### config.mk
export PLATFORM = sky130hd
export DESIGN_NAME = rst_cause_reg
export DESIGN_NICKNAME = d
export VERILOG_FILES = /design/src/rtl/rcause_pkg.sv /design/src/rtl/rcause_sw_clear.sv /design/src/rtl/rcause_flag_cell.sv /design/src/rtl/rcause_read_pack.sv /design/src/rtl/rst_cause_reg.sv
export SDC_FILE = /design/constraint.sdc
export NUM_CORES = 1
export LEC_CHECK = 0
export ABC_AREA = 1
export BUFFER_PORTS_ARGS = -buffer_cell sky130_fd_sc_hd__buf_2
export CAP_MARGIN = 20
export CORE_AREA = 2 2 39 41
export CTS_CLUSTER_SIZE = 25
export DETAILED_ROUTE_END_ITERATION = 7
export DIE_AREA = 0 0 41 43
export PLACE_DENSITY = 0.54
export SYNTH_ARGS = -nofsm -noshare
export SYNTH_HDL_FRONTEND = slang
export SYNTH_SLANG_ARGS = --single-unit
### constraint.sdc
create_clock -name clk -period 1.8 [get_ports clk]
set_clock_uncertainty 0.1 [all_clocks]
set_input_delay 0.36 -clock clk [delete_from_list [all_inputs] [get_ports clk]]
set_output_delay 0.36 -clock clk [all_outputs]
set_load 0.01 [all_outputs]
### src/rtl/rcause_pkg.sv
package rcause_pkg;

    localparam int unsigned FLAG_COUNT = 5;
    localparam int unsigned REG_W      = 8;

    typedef enum int unsigned {
        SRC_POWER = 0,
        SRC_PIN   = 1,
        SRC_BROWN = 2,
        SRC_WDOG  = 3,
        SRC_JTAG  = 4
    } src_idx_e;

    // Which source pulses clear a given flag (besides software).
    function automatic logic [FLAG_COUNT-1:0] hw_clear_sources(input int unsigned flag);
        logic [FLAG_COUNT-1:0] m;
        m = '0;
        unique case (flag)
            SRC_POWER: m = '0;
            SRC_PIN, SRC_BROWN, SRC_WDOG: m[SRC_POWER] = 1'b1;
            SRC_JTAG:  m[SRC_BROWN] = 1'b1;
            default:   m = '0;
        endcase
        return m;
    endfunction

endpackage

### src/rtl/rcause_sw_clear.sv
module rcause_sw_clear
    import rcause_pkg::*;
(
    input  logic                  wr_en,
    input  logic [REG_W-1:0]      wr_data,
    output logic [FLAG_COUNT-1:0] sw_clr
);
    logic unused_hi;
    assign unused_hi = ^wr_data[REG_W-1:FLAG_COUNT];

    always_comb begin
        sw_clr = '0;
        if (wr_en) begin
            sw_clr = ~wr_data[FLAG_COUNT-1:0];
        end
    end
endmodule

### src/rtl/rcause_flag_cell.sv
module rcause_flag_cell #(
    parameter int unsigned       SRC_W   = 5,
    parameter logic [SRC_W-1:0]  CLR_SRC = '0
) (
    input  logic             clk,
    input  logic             set_evt,
    input  logic [SRC_W-1:0] src_vec,
    input  logic             sw_clr,
    output logic             q
);
    typedef enum logic [1:0] {
        ACT_HOLD  = 2'd0,
        ACT_SET   = 2'd1,
        ACT_CLEAR = 2'd2
    } act_e;

    act_e act;
    logic hw_clr;

    assign hw_clr = |(src_vec & CLR_SRC);

    // Priority: set beats any clear.
    always_comb begin
        if (set_evt) begin
            act = ACT_SET;
        end else if (hw_clr || sw_clr) begin
            act = ACT_CLEAR;
        end else begin
            act = ACT_HOLD;
        end
    end

    // Storage is intentionally without reset: reset pulses are data here.
    always_ff @(posedge clk) begin
        unique case (act)
            ACT_SET:   q <= 1'b1;
            ACT_CLEAR: q <= 1'b0;
            ACT_HOLD:  q <= q;
            default:   q <= q;
        endcase
    end
endmodule

### src/rtl/rcause_read_pack.sv
module rcause_read_pack
    import rcause_pkg::*;
(
    input  logic [FLAG_COUNT-1:0] flags,
    output logic [REG_W-1:0]      value
);
    localparam int unsigned PAD_W = REG_W - FLAG_COUNT;

    assign value = {{PAD_W{1'b0}}, flags};
endmodule

### src/rtl/rst_cause_reg.sv
module rst_cause_reg
    import rcause_pkg::*;
(
    input  logic             clk,
    input  logic             src_power_on,
    input  logic             src_pin,
    input  logic             src_brownout,
    input  logic             src_watchdog,
    input  logic             src_jtag,
    input  logic             wr_en,
    input  logic [REG_W-1:0] wr_data,
    output logic [REG_W-1:0] rd_data
);
    logic [FLAG_COUNT-1:0] src_vec;
    logic [FLAG_COUNT-1:0] sw_clr;
    logic [FLAG_COUNT-1:0] flags;

    always_comb begin
        src_vec            = '0;
        src_vec[SRC_POWER] = src_power_on;
        src_vec[SRC_PIN]   = src_pin;
        src_vec[SRC_BROWN] = src_brownout;
        src_vec[SRC_WDOG]  = src_watchdog;
        src_vec[SRC_JTAG]  = src_jtag;
    end

    rcause_sw_clear u_swclr (
        .wr_en   (wr_en),
        .wr_data (wr_data),
        .sw_clr  (sw_clr)
    );

    for (genvar g = 0; g < FLAG_COUNT; g++) begin : g_flag
        rcause_flag_cell #(
            .SRC_W   (FLAG_COUNT),
            .CLR_SRC (hw_clear_sources(g))
        ) u_cell (
            .clk     (clk),
            .set_evt (src_vec[g]),
            .src_vec (src_vec),
            .sw_clr  (sw_clr[g]),
            .q       (flags[g])
        );
    end

    rcause_read_pack u_pack (
        .flags (flags),
        .value (rd_data)
    );
endmodule

==> results.cfg <==
[cells_and_area]
drive_gt1_share_pct = 36.84
final_area_um2 = 402.9
largest_register = g_flag.u_cell.q
largest_reg_flops = 5
nets = 73
largestRegisters = g_flag.u_cell.q x5
area_growth_pct = 22.43
antennaDiodeCount = 0

[place]
place.gp.congestion = 0.5973
post-place-ws_ns = 0.7451
io_buffers = 16
post_dp_cell_area_um2 = 376.6
hpwl_um = 400.1

[timing]
hold_viol = 0
rsz0062_at_grt = no
finalMaxSlewViolations = 0
post-route-period-util_pct = 65.79
timing.fmax_mhz = 844.4
setup_viol = 0
setup_slack_ns = 0.6157
finalSetupTns_ns = 0
fin_crit_ns = 1.184

[worst_setup_path]
required_ns = 1.34
cp.arrival_ns = 0.72
worstSetupPathType = register to primary output
slowest_delay_ns = 0.35
startpoint_type = register
crit_slowest_cell = edfxtp_1
worstSetupEndpointType = primary output
path_cells = buf_2
path_delay_family = flip-flops
worst-path-buf-inv = 1
cp_max_fo = 1

[logic_synthesis]
synth_fa_ha_area_share_pct = 0
syn_area_um2 = 329.1
synth_mux_area_share_pct = 0
ys_types = 7
ys_seq_elements = 5
yosysWarnings = 0
synth-compound-area-share_pct = 0
synth_top_family_by_area = buffers and inverters
synthSimpleGateAreaFrac_pct = 23.57
yosys.area_share.xor_xnor_pct = 0
syn_area_per_cell_um2 = 7.653
seq_area_frac_synth_pct = 45.63
netlist_instances = 43

[clock_network]
cts.sinks = 5
htree_levels = 1
clockRootBuffer = clkbuf_4
post_cts_resized = 0
clk_pin_slew_ns = 0.04
cts_setup_buffers = 0
cts_tree = yes
cts_buffers = 3
cts_hold_buffers = 0
cts_buffer_depth = 2

[grt]
grt_pass1_vias = 230
antenna_found_initial = 0
grt_max_degree = 9
grt-ovfl-total = 0
grt_pass1_wl_um = 731
grt_usage_pct = 6.747

[min_path]
min_path_type = input pin to register

[pwr]
p_per_area_mw_per_mm2 = 797.2
p_total_mw = 0.3212
leakagePower_nw = 0.2293
ir_drop_mv = 0.1270

[floorplanning]
chipHeight_um = 43
coreArea_mm2 = 0.001384
start_util_pct = 23.78
die-area_mm2 = 0.001763
rows = 14
die_x_um = 41
io_pins = 23

[detailed_routing]
vias = 268
ant_nets = 0
vias_per_cell = 3.671
first_pass_iters = 2
routedWlPerCell_um = 6.247
drc_errors = 0
drtIter0Drc = 1
wirelength_um = 456

[flow_run]
cap_violations = 0

[status]
status = finished, final reports clean
worst paths after layout:
path / endpoint / slack (ns) / depth (start not counted) / from
max: rd_data[4] / 0.62 / 1 / g_flag[4].u_cell.q
min: g_flag[3].u_cell.q / 0.29 / 3 / src_watchdog
Yosys cell counts:
cell type	instances	area share [%]
buf_4	8	18
conb_1	1	1.1
edfxtp_1	5	46
inv_1	8	9.1
inv_2	2	2.3
nand2_1	14	16
nand3_1	5	7.6
layer usage:
metal	track usage [%]	up-vias	wire length, um
met3	0	2	29
met1	5.195	111	142
met5	0	-	0
met2	10.31	9	265
met4	12.00	0	19
li1	-	146	-
where the power goes:
part           internal (mW)  leakage, nW  switching (mW)
registers              0.142       0.0489         0.00204
logic                 0.0230        0.165          0.0302
clock network         0.0835       0.0150          0.0405
logic make-up after synthesis:
kind of cell,after synthesis
buf+inv,18
simple gates,19
flops,5
other cells,1
final cells by class:
cell class | instances | area [um^2]
fill | 166 | 980.9
sequential | 5 | 150.1
multi-input combinational | 22 | 88.84
timing repair buffer | 16 | 80.08
inverter | 10 | 37.54
clock buffer | 4 | 26.28
tap | 16 | 20.02
layout by cell type (no fill, tap or decap):
cell type,Yosys,final
buf_2,0,16
nand2_1,14,14
inv_1,8,8
nand3_1,5,5
edfxtp_1,5,5
conb_1,1,3
clkbuf_4,0,3
inv_2,2,2
clkbuf_1,0,1
per-stage QoR:
stage / util, % / hold slack, ns / cells
CTS: 29.11 / 0.2851 / 73
global placement: 27.22 / 0.5285 / 69
finish: 29.11 / 0.2910 / 73
global route: 29.11 / 0.2976 / 73
detailed placement: 27.22 / 0.5334 / 69
floorplan: - / 0.4210 / 45
(Power assumes the default switching activity.)
